## src/rtl/trs_pkg.sv

```systemverilog
package trs_pkg;
  typedef enum logic [2:0] {
    CAUSE_NONE    = 3'd0,
    CAUSE_TRAP    = 3'd1,
    CAUSE_SYSCALL = 3'd2,
    CAUSE_TLBMISS = 3'd3,
    CAUSE_PROT    = 3'd4,
    CAUSE_MIDINSN = 3'd5
  } cause_e;

  function automatic cause_e sw_cause(input logic is_call);
    return is_call ? CAUSE_SYSCALL : CAUSE_TRAP;
  endfunction

  function automatic cause_e mem_cause(input logic kind);
    return kind ? CAUSE_PROT : CAUSE_TLBMISS;
  endfunction
endpackage

```

## src/rtl/trs_span_check.sv

```systemverilog
module trs_span_check #(
  parameter int NSTG = 6,
  parameter int PCW  = 32,
  parameter int LENW = 2,
  parameter int WSH  = 2
) (
  input  logic                 clk,
  input  logic                 rst_n,
  input  logic [NSTG-1:0]      live,
  input  logic [NSTG*PCW-1:0]  pcs,
  input  logic [NSTG*LENW-1:0] lens,
  input  logic                 req,
  input  logic [PCW-1:0]       tgt,
  output logic [NSTG-1:0]      hit_vec,
  output logic                 hit_any
);
  localparam int EW = PCW + 1;

  // Strictly inside (base, base + len words); computed one bit wider to avoid wrap.
  function automatic logic inside_span(input logic [PCW-1:0] base,
                                       input logic [LENW-1:0] len,
                                       input logic [PCW-1:0] t);
    logic [EW-1:0] lo, hi, tw;
    lo = {1'b0, base};
    hi = lo + (EW'(len) << WSH);
    tw = {1'b0, t};
    return (tw > lo) && (tw < hi);
  endfunction

  genvar g;
  generate
    for (g = 0; g < NSTG; g++) begin : g_span
      assign hit_vec[g] = req && live[g] &&
                          inside_span(pcs[g*PCW +: PCW], lens[g*LENW +: LENW], tgt);
    end
  endgenerate

  assign hit_any = |hit_vec;

  // a landing fault is only ever flagged for an actual redirect
  assert_hit_needs_redirect_R8: assert property (@(posedge clk) disable iff (!rst_n)
    hit_any |-> req);
  // a flagged slot must be live
  assert_hit_on_live_R8: assert property (@(posedge clk) disable iff (!rst_n)
    (hit_vec & ~live) == '0);
endmodule

```

## src/rtl/trs_slot_search.sv

```systemverilog
module trs_slot_search #(
  parameter int NSTG  = 6,
  parameter int LIMIT = 3,
  parameter int SELW  = 3
) (
  input  logic            clk,
  input  logic            rst_n,
  input  logic [NSTG-1:0] live,
  output logic            found,
  output logic [SELW-1:0] idx
);
  // Ascending scan keeps the last live hit, i.e. the one closest to LIMIT.
  always_comb begin
    found = 1'b0;
    idx   = '0;
    for (int i = 0; i <= LIMIT; i++) begin
      if (live[i]) begin
        found = 1'b1;
        idx   = SELW'(i);
      end
    end
  end

  // the chosen slot holds a live instruction
  assert_pick_is_live_R5: assert property (@(posedge clk) disable iff (!rst_n)
    found |-> live[idx]);
  // the pick never lands above the search limit
  assert_pick_in_range_R7: assert property (@(posedge clk) disable iff (!rst_n)
    found |-> (int'(idx) <= LIMIT));
  // nothing found means no live slot up to the limit
  assert_none_means_empty_R6: assert property (@(posedge clk) disable iff (!rst_n)
    !found |-> ((live & NSTG'((1 << (LIMIT + 1)) - 1)) == '0));
endmodule

```

## src/rtl/trap_restart_sel.sv

```systemverilog
module trap_restart_sel #(
  parameter int NSTG    = 6,
  parameter int EX1_IDX = 2,
  parameter int EX2_IDX = 3,
  parameter int PCW     = 32,
  parameter int LENW    = 2,
  parameter int WSH     = 2
) (
  input  logic                 clk,
  input  logic                 rst_n,
  input  logic [NSTG-1:0]      stg_vld,
  input  logic [NSTG*PCW-1:0]  stg_pc,
  input  logic [NSTG*LENW-1:0] stg_len,
  input  logic                 sw_trap_req,
  input  logic                 sw_trap_is_call,
  input  logic                 mem_fault_req,
  input  logic                 mem_fault_kind,
  input  logic [PCW-1:0]       fetch_pc,
  input  logic                 redir_req,
  input  logic [PCW-1:0]       redir_pc,
  output logic                 take_o,
  output logic [PCW-1:0]       restart_pc_o,
  output logic [2:0]           cause_o,
  output logic [NSTG-1:0]      flush_o
);
  import trs_pkg::*;

  localparam int SELW = (NSTG > 1) ? $clog2(NSTG) : 1;

  // Mask with bits 0..idx set: that slot plus every younger one.
  function automatic logic [NSTG-1:0] upto_mask(input int idx);
    logic [NSTG-1:0] m;
    for (int i = 0; i < NSTG; i++) m[i] = (i <= idx);
    return m;
  endfunction

  // Named internal events
  logic            mid_fault;
  logic [NSTG-1:0] mid_vec;
  logic            srch_found;
  logic [SELW-1:0] srch_idx;
  logic            sw_event;
  logic            mem_event;
  logic [PCW-1:0]  ex1_pc;
  logic [PCW-1:0]  ex2_pc;
  logic [PCW-1:0]  srch_pc;

  assign ex1_pc    = stg_pc[EX1_IDX*PCW +: PCW];
  assign ex2_pc    = stg_pc[EX2_IDX*PCW +: PCW];
  assign srch_pc   = stg_pc[int'(srch_idx)*PCW +: PCW];
  assign sw_event  = sw_trap_req && stg_vld[EX1_IDX];
  assign mem_event = mem_fault_req;

  trs_span_check #(.NSTG(NSTG), .PCW(PCW), .LENW(LENW), .WSH(WSH)) u_span (
    .clk     (clk),
    .rst_n   (rst_n),
    .live    (stg_vld),
    .pcs     (stg_pc),
    .lens    (stg_len),
    .req     (redir_req),
    .tgt     (redir_pc),
    .hit_vec (mid_vec),
    .hit_any (mid_fault)
  );

  trs_slot_search #(.NSTG(NSTG), .LIMIT(EX2_IDX), .SELW(SELW)) u_search (
    .clk   (clk),
    .rst_n (rst_n),
    .live  (stg_vld),
    .found (srch_found),
    .idx   (srch_idx)
  );

  // Priority: oldest source first
  logic            take_d;
  logic [PCW-1:0]  pc_d;
  cause_e          cause_d;
  logic [NSTG-1:0] flush_d;

  always_comb begin
    take_d  = 1'b0;
    pc_d    = '0;
    cause_d = CAUSE_NONE;
    flush_d = '0;
    if (mem_event) begin
      take_d  = 1'b1;
      cause_d = mem_cause(mem_fault_kind);
      if (srch_found) begin
        pc_d    = srch_pc;
        flush_d = upto_mask(int'(srch_idx));
      end else begin
        pc_d    = fetch_pc;
        flush_d = upto_mask(EX2_IDX);
      end
    end else if (mid_fault) begin
      take_d  = 1'b1;
      cause_d = CAUSE_MIDINSN;
      pc_d    = redir_pc;
      flush_d = upto_mask(EX1_IDX);
    end else if (sw_event) begin
      take_d  = 1'b1;
      cause_d = sw_cause(sw_trap_is_call);
      pc_d    = ex1_pc;
      flush_d = upto_mask(EX1_IDX);
    end
  end

  always_ff @(posedge clk) begin
    if (!rst_n) begin
      take_o       <= 1'b0;
      restart_pc_o <= '0;
      cause_o      <= 3'd0;
      flush_o      <= '0;
    end else begin
      take_o       <= take_d;
      restart_pc_o <= pc_d;
      cause_o      <= 3'(cause_d);
      flush_o      <= flush_d;
    end
  end

  // software trap with live EX1 and nothing older pending
  assert_sw_trap_R2: assert property (@(posedge clk) disable iff (!rst_n)
    (sw_trap_req && stg_vld[EX1_IDX] && !mem_fault_req && !mid_fault)
      |=> take_o && (restart_pc_o == $past(ex1_pc)) && (cause_o inside {3'd1, 3'd2}));
  // software trap over a bubble is dropped
  assert_sw_bubble_ignored_R3: assert property (@(posedge clk) disable iff (!rst_n)
    (sw_trap_req && !stg_vld[EX1_IDX] && !mem_fault_req && !mid_fault) |=> !take_o);
  // memory fault with live EX2 restarts there
  assert_mem_ex2_R4: assert property (@(posedge clk) disable iff (!rst_n)
    (mem_fault_req && stg_vld[EX2_IDX])
      |=> take_o && (restart_pc_o == $past(ex2_pc)) && (cause_o inside {3'd3, 3'd4}));
  // landing inside an instruction reports the target address
  assert_mid_landing_R8: assert property (@(posedge clk) disable iff (!rst_n)
    (mid_fault && !mem_fault_req)
      |=> take_o && (cause_o == 3'd5) && (restart_pc_o == $past(redir_pc)));
  // completed stages are never flushed; mask is a run from bit 0
  assert_old_stages_kept_R7: assert property (@(posedge clk) disable iff (!rst_n)
    ((flush_o >> (EX2_IDX + 1)) == '0) && ((flush_o & (flush_o + 1'b1)) == '0));
  // idle cycles are quiet
  assert_idle_quiet_R11: assert property (@(posedge clk) disable iff (!rst_n)
    !take_o |-> (flush_o == '0) && (cause_o == 3'd0));
  // no event, no take
  assert_no_event_no_take_R11: assert property (@(posedge clk) disable iff (!rst_n)
    (!mem_fault_req && !redir_req && !sw_trap_req) |=> !take_o);
endmodule

```

## config.mk

```make
export PLATFORM = sky130hd
export DESIGN_NAME = trap_restart_sel
export DESIGN_NICKNAME = d
export VERILOG_FILES = /design/src/rtl/trs_pkg.sv /design/src/rtl/trs_span_check.sv /design/src/rtl/trs_slot_search.sv /design/src/rtl/trap_restart_sel.sv
export SDC_FILE = /design/constraint.sdc
export NUM_CORES = 1
export LEC_CHECK = 0
export BUFFER_PORTS_ARGS = -buffer_cell sky130_fd_sc_hd__buf_2
export CORE_MARGIN = 3
export CORE_UTILIZATION = 62
export DETAILED_ROUTE_END_ITERATION = 10
export GPL_TIMING_DRIVEN = 0
export PLACE_DENSITY = 0.89
export SLEW_MARGIN = 20
export SYNTH_ARGS = -nofsm -noshare
export SYNTH_HDL_FRONTEND = slang
export SYNTH_SLANG_ARGS = --single-unit
```

## constraint.sdc

```tcl
create_clock -name clk -period 9.5 [get_ports clk]
set_input_delay 0 -clock clk [delete_from_list [all_inputs] [get_ports clk]]
set_output_delay 0 -clock clk [all_outputs]
set_load 0.02 [all_outputs]
```

After elaboration in Yosys (flattened, before gate mapping)
Index checks and enable logic that the tools add are counted.
{"block": "word_totals", "out_inout_bits": 42, "word_cells": 71, "ff_bits": 42}
{"block": "op_classes", "order_cmp": 17, "reduce_logical": 20, "mux": 23, "add_sub_neg": 6, "shifts": 1}
{"cell": "$add A32 B4 Y33", "n": 6}
{"cell": "$lt A32 B33 Y1", "n": 6}
{"cell": "$gt A32 B32 Y1", "n": 6}
{"cell": "$shiftx A192 B9 Y32", "n": 1}
{"cell": "$mux W32", "n": 4}
{"cell": "$logic_and A1 B1 Y1", "n": 19}
{"cell": "$mux W3", "n": 5}
{"cell": "$mux W6", "n": 2}
{"cell": "$mux W1", "n": 8}
{"cell": "$mux W2", "n": 4}
{"cell": "$le A2 B3 Y1 const A", "n": 2}
{"cell": "$le A3 B3 Y1 const A", "n": 2}
{"cell": "$reduce_or A6 Y1", "n": 1}
{"cell": "$le A1 B3 Y1 const A", "n": 1}

Longest topological paths before layout
Gate-level depths: netlist (run 1).
{"block": "logic_depth", "word_depth": 7, "depth_mapped": 22, "ltp_nobuf": 19}

Modules after synthesis
A second synthesis (run 1) with hierarchy kept.
{"block": "hier_totals", "cells_unflattened": 2009, "hier_area_um2": 15856.5}
{"module": "trs_span_check", "n_inst": 1, "cells_each": 1597, "seq_area_each_um2": 0.0, "area_per_inst_um2": 11907.7}
{"module": "trap_restart_sel", "n_inst": 1, "cells_each": 406, "seq_area_each_um2": 820.8, "area_per_inst_um2": 3913.8}
{"module": "trs_slot_search", "n_inst": 1, "cells_each": 6, "seq_area_each_um2": 0.0, "area_per_inst_um2": 35.0}

Worst setup path before layout (run 1)
OpenSTA, ideal clock, no wires.
{"block": "synth_path", "path_type": "input-to-reg", "startpoint": "input stg_pc[131]", "endpoint": "register restart_pc_o[10]", "required_time_ns": 9.369, "arrival_time_ns": 3.831, "n_path_buf": 3, "stages": 21, "setup_slack_ns": 5.538, "path_cell_list": "ha_1 -> a21o_1 -> nand2_1 -> or2_2 -> clkbuf_1 -> nor3_1 -> nor3b_1 -> and2_1 -> nand2_1 -> xnor2_1 -> ha_1 -> nand4_1 -> nor4_1 -> o21ai_0 -> nand4b_1 -> a211oi_2 -> or3_1 -> buf_6 -> nor2_4 -> buf_6 -> o221ai_2"}
{"block": "synth_between", "elab_chain_cells": 7, "word_cells_on_any_way": 8, "cone_classes": "1 x add/sub; 2 x order compare; 2 x mux; 3 x reduce/logical"}
{"element": "start, declared", "line_no": "trap_restart_sel.sv:12", "source": "input logic [NSTG*PCW-1:0] stg_pc,"}
{"element": "$add A32 B4 Y33", "line_no": "trs_span_check.sv:25", "source": "hi = lo + (EW'(len) << WSH);"}
{"element": "$lt A32 B33 Y1", "line_no": "trs_span_check.sv:27", "source": "return (tw > lo) && (tw < hi);"}
{"element": "$logic_and A1 B1 Y1 *", "line_no": "trs_span_check.sv:27"}
{"element": "$logic_and A1 B1 Y1 *", "line_no": "trs_span_check.sv:34", "source": "inside_span(pcs[g*PCW +: PCW], lens[g*LENW +: LENW], tgt);"}
{"element": "$reduce_or A6 Y1 *", "line_no": "trs_span_check.sv:38", "source": "assign hit_any = |hit_vec;"}
{"element": "$mux W32 *", "line_no": "trap_restart_sel.sv:95", "source": "end else if (mid_fault) begin"}
{"element": "$mux W32 *", "line_no": "trap_restart_sel.sv:85", "source": "if (mem_event) begin"}
{"element": "end signal, assigned", "line_no": "trap_restart_sel.sv:116", "source": "restart_pc_o <= pc_d;"}
{"element": "end, declared", "line_no": "trap_restart_sel.sv:22", "source": "output logic [PCW-1:0] restart_pc_o,"}
Mark *: on every way between the ends. The rest lies on a longest branch, timed or not.
A chain may end at the register's enable or synchronous reset.

Final worst setup path (run 1)
{"block": "layout_path", "startpoint": "input stg_pc[67]", "endpoint": "register restart_pc_o[2]"}
Same word-level chain as after synthesis.

==> Implementation_results.wiki, run 1 <==
{| class="wikitable"
! Metric !! Value
|-
| Result of the run || complete, no violations
|-
| Final worst setup slack || 4.15 ns
|-
| Final antenna-violating net count || 0
|-
| Cell-by-cell trace of the critical path || buf_2, ha_1, a21o_1, nand4_1, nor3_1, and3_1, nand2_1, nor2_1, xnor2_1, ha_1, nand4_1, nor4_1, o211ai_1, a31oi_1, o32ai_1, nor3_2, buf_2, a41oi_1, a21oi_1
|-
| Pin slew with the least headroom to its limit || approximately 0.95 ns
|-
| Part of the total power dissipated in combinational logic || 65.7%
|-
| # resized after CTS || 0
|-
| Share of power burned in registers || 15.5%
|-
| Slew margin rel. || 35.9%
|-
| Required time at the endpoint of the critical path || roughly 9.7 ns
|-
| Global-route usage over all layers || 39.7%
|-
| DR iter-0 viols || 1,919
|-
| Die Ht || 161 µm
|-
| Final HPWL from detailed placement || 46,200 µm
|-
| Tmin final || about 5.4 ns
|-
| Detailed-route via count || 17,400
|-
| Detailed-route vias per instance || around 6.5
|-
| Area enclosed by the die boundary || 26,000 µm²
|-
| EDFF count, synth || 0
|-
| Number of buffers added on ports || 311
|-
| Number of antenna violations at the first check in global routing || 9
|-
| Synthesis warning total || 0
|-
| Vias in the first global route || 16,400
|-
| Final standard cell utilization of the core || 72.8%
|-
| TritonCTS Sinks || 39
|-
| Class of the worst hold path || input port to register
|-
| Launching element of the worst setup path || stg_pc[67]
|-
| Largest buffer count on any clock path || 2
|-
| Library cell with the highest instance count after synthesis || ha_1
|-
| Remaining DRCs || 0
|-
| Cells after synthesis || 2,011
|-
| Pin count of the biggest net entering global routing || 14
|-
| Number of search-and-repair iterations in the first detailed-routing pass || 8
|-
| Average size of a mapped cell || 7.43 µm²
|-
| Nature of the critical path endpoint || register
|-
| Number of buffers inserted by post-CTS setup repair || 0
|-
| Nets || 3,003
|-
| Portion of total power attributed to the clock network || about a fifth
|-
| Count of cell types in the netlist || 78
|-
| TritonCTS clock tree || done
|-
| Synthesized-area fraction occupied by ao, oa, aoi and oai cells || 23.6%
|-
| Max Cap Viol || 0
|-
| Combinational family with the most area after synthesis || adder cells
|-
| Area share of the largest cell type after synthesis || 32.2%
|-
| Total standard cell area after synthesis || 14,900 µm²
|-
| Total setup violations reported at the end of the flow || 0
|-
| Leakage power || ~8.4 nW
|-
| Max Clock Freq || 187 MHz
|-
| Post-route setup TNS || 0 ns
|-
| Total congestion overflow after global routing || 0
|-
| Xor/xnor cell area share of the yosys netlist || 9.85%
|-
| Clock input transition at the sequential cells of the worst setup and hold paths || 0.07 ns
|-
| Number of buffers and inverters on the critical path || 2
|-
| Category of the most critical setup path || input port to register
|-
| Synth Register Bits || 39
|-
| Weighted congestion reported at the end of routability-driven placement || 1.09
|-
| Hold Fails Final Rpt || 0
|-
| Power density over the cells || 68.9 nW/µm²
|-
| Initial core utilization || 63.5%
|-
| Critical Path Max Stage Delay || 0.83 ns
|-
| Category of cells accounting for the largest share of critical-path delay || simple AND/OR/NAND/NOR gates
|-
| Number of buffers added by the clock tree synthesis step || 5
|-
| Ports placed on the boundary || 323
|-
| Data arrival time of the critical path || 5.56 ns
|-
| Placeable core region || 23,500 µm²
|-
| H-tree levels || 2
|-
| Placed Instance Area || 16,900 µm²
|-
| Final routed wirelength across all metal layers || 54,600 µm
|-
| Horiz. Die Dim || 161 µm
|-
| Fraction of final layout cells sized beyond drive strength 1 || 15.7%
|-
| Final Cell Area || 17,100 µm²
|-
| Logic depth of the worst path, buffers included || 19
|-
| Cell type contributing the most total cell area after synthesis || ha_1
|-
| Share of synthesized area spent on multiplexers || 0%
|-
| Root Driver || clkbuf_16
|-
| Worst setup slack after placement || 4.22 ns
|-
| Internal || 628 µW
|-
| Adder and majority gate portion of the synthesized area || around a third
|-
| Dominant register cell in the synthesized netlist || dfxtp_1
|-
| Maximum fanout count along the critical path || 10
|-
| Fraction of power spent switching nets || 46.7%
|-
| Area Overhead vs Synth || 14.7%
|-
| Proportion of register bits with asynchronous set or reset after synthesis || 0%
|-
| Drt wl/cell || around 20 µm
|-
| Sequential element share of the synthesized area || under 10%
|-
| Worst-path cell with the longest stage delay || nor4_1
|-
| Power Total || 1.18 mW
|-
| Critical path capture point || restart_pc_o[2]$_SDFF_PN0_
|-
| Number of max-slew violations in the final report || 0
|-
| Startpoint Class || input port
|-
| Placement Rows || 56
|-
| Post-Synth Simple-Gate Area || 20.9%
|-
| Unrepaired setup endpoints after global routing || no
|-
| Ranking of synthesized cells by area || ha_1, xnor2_1, a21oi_1
|-
| Top cell types by occurrence after synthesis || ha_1, inv_1, a21oi_1, xnor2_1, nand2_1
|-
| Fin crit share || 56.4%
|-
| Switching component of the power || roughly 550 µW
|-
| Wire length of the first global-routing pass || ~84,000 µm
|-
| VDD IR-drop max || about 0.1 mV
|}
-- worst min-delay path by stage --
| stage | from | endpoint | slack, ns | cells after the start |
|---|---|---|---|---|
| detailed placement | sw_trap_is_call | cause_o[1]$_SDFF_PN0_ | 0.30 | 3 |
| floorplan | sw_trap_is_call | cause_o[1]$_SDFF_PN0_ | 0.15 | 2 |
| finish | fetch_pc[21] | restart_pc_o[21]$_SDFF_PN0_ | 0.03 | 3 |
| global placement | sw_trap_is_call | cause_o[1]$_SDFF_PN0_ | 0.29 | 3 |
| CTS | mem_fault_kind | cause_o[1]$_SDFF_PN0_ | 0.02 | 3 |
| global route | fetch_pc[17] | restart_pc_o[17]$_SDFF_PN0_ | 0.04 | 3 |
-- flip-flops by register name (all words and copies together), names as in the netlist --
| register | count |
|---|---|
| cause_o | 3 |
| flush_o | 4 |
| restart_pc_o | 32 |
-- per-stage QoR --
step	hold slack (ns)	cells
2_1_floorplan	0.151	2012
3_3_place_gp	0.295	2642
3_5_place_dp	0.295	2642
4_1_cts	0.0219	2652
5_1_grt	0.0423	2662
6_report	0.0261	2662
-- power groups by stage --
| stage | combinational (mW) | sequential, mW | clock (mW) |
|---|---|---|---|
| 6_report | 0.775 | 0.183 | 0.221 |
| 3_3_place_gp | 0.714 | 0.186 | 0 |
| 2_1_floorplan | 0.442 | 0.207 | 0 |
| 5_1_grt | 0.851 | 0.184 | 0.225 |
| 3_5_place_dp | 0.745 | 0.186 | 0 |
| 4_1_cts | 0.752 | 0.183 | 0.219 |
-- layer usage --
layer	GRT usage, %	share of wire (%)
met1	54.0	41
met2	63.3	43
met3	7.59	12
met4	12.9	4.2
met5	0	0
-- cell type report --
class / count / area [µm²]
Clock inverter: 2 / 60.1
Timing Repair Buffer: 313 / 1580
Inverter: 212 / 796
Clock buffer: 6 / 129
Multi-Input combinational cell: 1693 / 13000
Sequential cell: 39 / 781
Fill cell: 2034 / 6410
Antenna cell: 10 / 25.0
Tap cell: 319 / 399
Buffer: 68 / 322
-- placed cells by master (no fill, tap or decap), drive strengths merged, types with 19 or more instances in the layout --
cell     instances
ha             384
a21oi          205
inv            212
o21ai           98
nand2          161
clkbuf          52
a21o            55
nor4            33
nand3           94
xnor2          168
nand4           87
dfxtp           39
nor3            33
o2111ai         19
nor2            97
a211oi          30
and4            24
and3            20
buf            333
-- logic make-up after synthesis --
kind of cell	after synthesis
buffers and inverters	280
other	1
AO/OA/AOI/OAI	538
flip-flops	39
XOR/XNOR	168
adder cells (fa/ha/maj)	390
AND/OR/NAND/NOR	595
-- repair_timing --
item / CTS / global route
hold buffers: 2 / 0
endpoints found under the hold margin: 2 / 0
setup endpoints to repair: 0 / 0
Note: power is estimated with default switching activity, not from simulation.
==> run 2, diff against run 1 <==
--- a/config.mk
+++ b/config.mk
@@ -7,10 +7,10 @@
 export LEC_CHECK = 0
 export BUFFER_PORTS_ARGS = -buffer_cell sky130_fd_sc_hd__buf_2
 export CORE_MARGIN = 3
-export CORE_UTILIZATION = 62
+export CORE_UTILIZATION = 52
 export DETAILED_ROUTE_END_ITERATION = 10
 export GPL_TIMING_DRIVEN = 0
-export PLACE_DENSITY = 0.89
+export PLACE_DENSITY = 0.8
 export SLEW_MARGIN = 20
 export SYNTH_ARGS = -nofsm -noshare
 export SYNTH_HDL_FRONTEND = slang
==> constraint.sdc (replaced) <==
create_clock -name clk -period 4.4 [get_ports clk]
set_input_delay 0 -clock clk [delete_from_list [all_inputs] [get_ports clk]]
set_output_delay 0 -clock clk [all_outputs]
set_load 0.02 [all_outputs]
==> run 2 against run 1 <==
Compared with the run above:
- critical path depth increased by 1
- final cell count increased by 2.7%
- first-iteration DRC count increased by 4.8%
- cell area increased by 2.5%
- wire length increased by 4.7%
- via count increased by 0.73%
- sequential share of layout area decreased by 0.11 points
- largest cell class unchanged
- largest power group unchanged
==> Implementation_results.wiki, run 2 (synthesis results as in run 1) <==
{| class="wikitable"
! Metric !! Value
|-
| Vias in the first global route || 16,700 (+2.3%)
|-
| Fin crit share || 99.4%
|-
| Number of antenna violations at the first check in global routing || 9 (unchanged)
|-
| Max Clock Freq || 229 MHz
|-
| Pin slew with the least headroom to its limit || 0.955 ns (+0.00186 ns)
|-
| Die Ht || 175 µm (+8.9%)
|-
| Root Driver || clkbuf_16
|-
| Cell-by-cell trace of the critical path || buf_2, ha_1, a21o_1, nand4_1, nor3_2, and3_4, nand2_2, nor2_2, xnor2_1, ha_1, nand4_1, nor4_4, o211ai_1, a31oi_1, o32ai_2, or3_1, buf_6, nor2_4, buf_6, o221ai_1
|-
| Remaining DRCs || 0 (unchanged)
|-
| Global-route usage over all layers || 35.0% (-4.7 points)
|-
| Category of cells accounting for the largest share of critical-path delay || simple AND/OR/NAND/NOR gates
|-
| Clock input transition at the sequential cells of the worst setup and hold paths || 0.05 ns (-0.02 ns)
|-
| Biggest registers after layout || restart_pc_o x32, flush_o x4, cause_o x3
|-
| Category of the most critical setup path || input port to register
|-
| Nets || 3,016 (+0.43%)
|-
| Fraction of final layout cells sized beyond drive strength 1 || 17.6% (+1.8 points)
|-
| Register with the most flip-flops || restart_pc_o
|-
| Placeable core region || 28,000 µm² (+19%)
|-
| Number of buffers added on ports || 311 (unchanged)
|-
| Final HPWL from detailed placement || 48,200 µm (+4.4%)
|-
| Launching element of the worst setup path || stg_pc[67]
|-
| Hold Fails Final Rpt || 0 (unchanged)
|-
| Area Overhead vs Synth || 17.5%
|-
| Drt wl/cell || 20.9 µm (+1.9%)
|-
| Number of max-slew violations in the final report || 0 (unchanged)
|-
| Final antenna-violating net count || 0 (unchanged)
|-
| Start point of the worst min-delay path || mem_fault_kind
|-
| Class of the worst hold path || input port to register
|-
| Maximum fanout count along the critical path || 8 (-2)
|-
| Worst-path cell with the longest stage delay || or3_1
|-
| Startpoint Class || input port
|-
| Total congestion overflow after global routing || 0 (unchanged)
|-
| Most used cells in the layout excluding fill and tap cells || ha_1, buf_2, inv_1
|-
| DR iter-0 viols || 2,012 (+4.8%)
|-
| Total setup violations reported at the end of the flow || 0 (unchanged)
|-
| Number of buffers and inverters on the critical path || 3 (+1)
|-
| Placement Rows || 61 (+8.9%)
|-
| Worst slack on hold paths || 0.0263 ns (+0.000182 ns)
|-
| Required time at the endpoint of the critical path || 4.53 ns (-5.18 ns)
|-
| Result of the run || complete, no violations
|-
| Final worst setup slack || 0.0250 ns (-4.12 ns)
|-
| Leakage power || 8.56 nW (+1.8%)
|-
| Initial core utilization || 53.3% (-10 points)
|-
| Final routed wirelength across all metal layers || 57,100 µm (+4.7%)
|-
| Horiz. Die Dim || 175 µm (+8.9%)
|-
| Data arrival time of the critical path || 4.50 ns (-1.06 ns)
|-
| H-tree levels || 2 (unchanged)
|-
| Pin count of the biggest net entering global routing || 14 (unchanged)
|-
| Fill cell total of the finished layout || 2,662 (+31%)
|-
| Power density over the cells || 147 nW/µm² (+110%)
|-
| Most frequent standard cell in the layout excluding fill and tap cells || ha_1
|-
| Worst setup slack after placement || -0.914 ns (-5.14 ns)
|-
| Number of buffers added by the clock tree synthesis step || 5 (unchanged)
|-
| Area enclosed by the die boundary || 30,800 µm² (+18%)
|-
| Tmin final || 4.38 ns
|-
| Post-route setup TNS || 0 ns (unchanged)
|-
| Detailed-route vias per instance || 6.39 (-2.0%)
|-
| Nature of the critical path endpoint || register
|-
| Ports placed on the boundary || 323 (unchanged)
|-
| Max Cap Viol || 0 (unchanged)
|-
| Number of flip-flops in the largest register || 32 (unchanged)
|-
| Slew margin rel. || 35.7% (-0.13 points)
|-
| TritonCTS Sinks || 39 (unchanged)
|-
| Weighted congestion reported at the end of routability-driven placement || 1.05 (-3.2%)
|-
| Number of search-and-repair iterations in the first detailed-routing pass || 8 (unchanged)
|-
| VDD IR-drop max || 0.200 mV (+98%)
|-
| Largest buffer count on any clock path || 2 (unchanged)
|-
| Power Total || 2.58 mW (+120%)
|-
| Detailed-route via count || 17,500 (+0.73%)
|-
| Wire length of the first global-routing pass || 87,000 µm (+4.1%)
|-
| TritonCTS clock tree || done
|-
| Critical Path Max Stage Delay || 0.41 ns (-0.42 ns)
|}
run 2: cell count changes in the layout (fill, tap and decap cells not counted), moves of 3 or more:
cell / previous run / this run
buf_4: 4 / 19
nor4_1: 28 / 21
nor4_4: 2 / 8
clkbuf_1: 46 / 41
nor2_1: 95 / 91
nor2_2: 1 / 5
nor3_1: 31 / 28
run 2: routing by layer:
metal  GRT usage (%)  up-vias  part of all wire, %
met5               0        -                    0
met4            12.8        0                  3.9
met3            6.03      174                   10
met2            56.3     1012                   44
met1            47.0     8131                   42
li1                -     8169                    -
run 2: layout make-up:
class                      instances  area (µm²)  share of cell area [%]
buffer                            65         322                    1.83
clock buffer                       6         129                   0.734
inverter                         212         796                    4.53
clock inverter                     2        60.1                   0.342
multi-input combinational       1693       13300                    75.6
sequential                        39         781                    4.45
timing repair buffer             329        1700                    9.69
antenna                           11        27.5                   0.157
tap                              378         473                    2.69
run 2: stage by stage:
step / utilization (%) / area (µm²) / instances
4_1_cts: 62.0 / 17400 / 2715
6_report: 62.7 / 17600 / 2735
3_3_place_gp: 60.6 / 17000 / 2701
5_1_grt: 62.7 / 17500 / 2733
2_1_floorplan: - / 14900 / 2012
3_5_place_dp: 60.6 / 17000 / 2701
run 2: path summary, 6_finish.rpt:
path	endpoint	cells after the start	slack, ns
worst max-delay path	restart_pc_o[18]$_SDFF_PN0_	20	0.02
worst min-delay path	cause_o[1]$_SDFF_PN0_	3	0.03
run 2: where the power goes:
group	internal, mW	switching [mW]	total, mW
sequential	0.387	0.00853	0.395
clock	0.325	0.138	0.463
combinational	0.666	1.06	1.73
run 2: repair_timing:
| item | 4_1_cts | 5_1_grt |
|---|---|---|
| gates cloned | 0 | 0 |
| buffers inserted | 4 | 12 |
| hold buffers | 2 | 0 |
| endpoints found under the hold margin | 2 | 0 |
| pin swaps | 8 | 19 |
| endpoints found under the setup margin | 38 | 36 |
| resized for setup | 28 | 20 |
run 2: tightest hold or removal path, delay by kind of cell:
kind,cells,cell delay [ns]
buffers and inverters,1,0.10
AND/OR/NAND/NOR,1,0.10
AO/OA/AOI/OAI,1,0.06
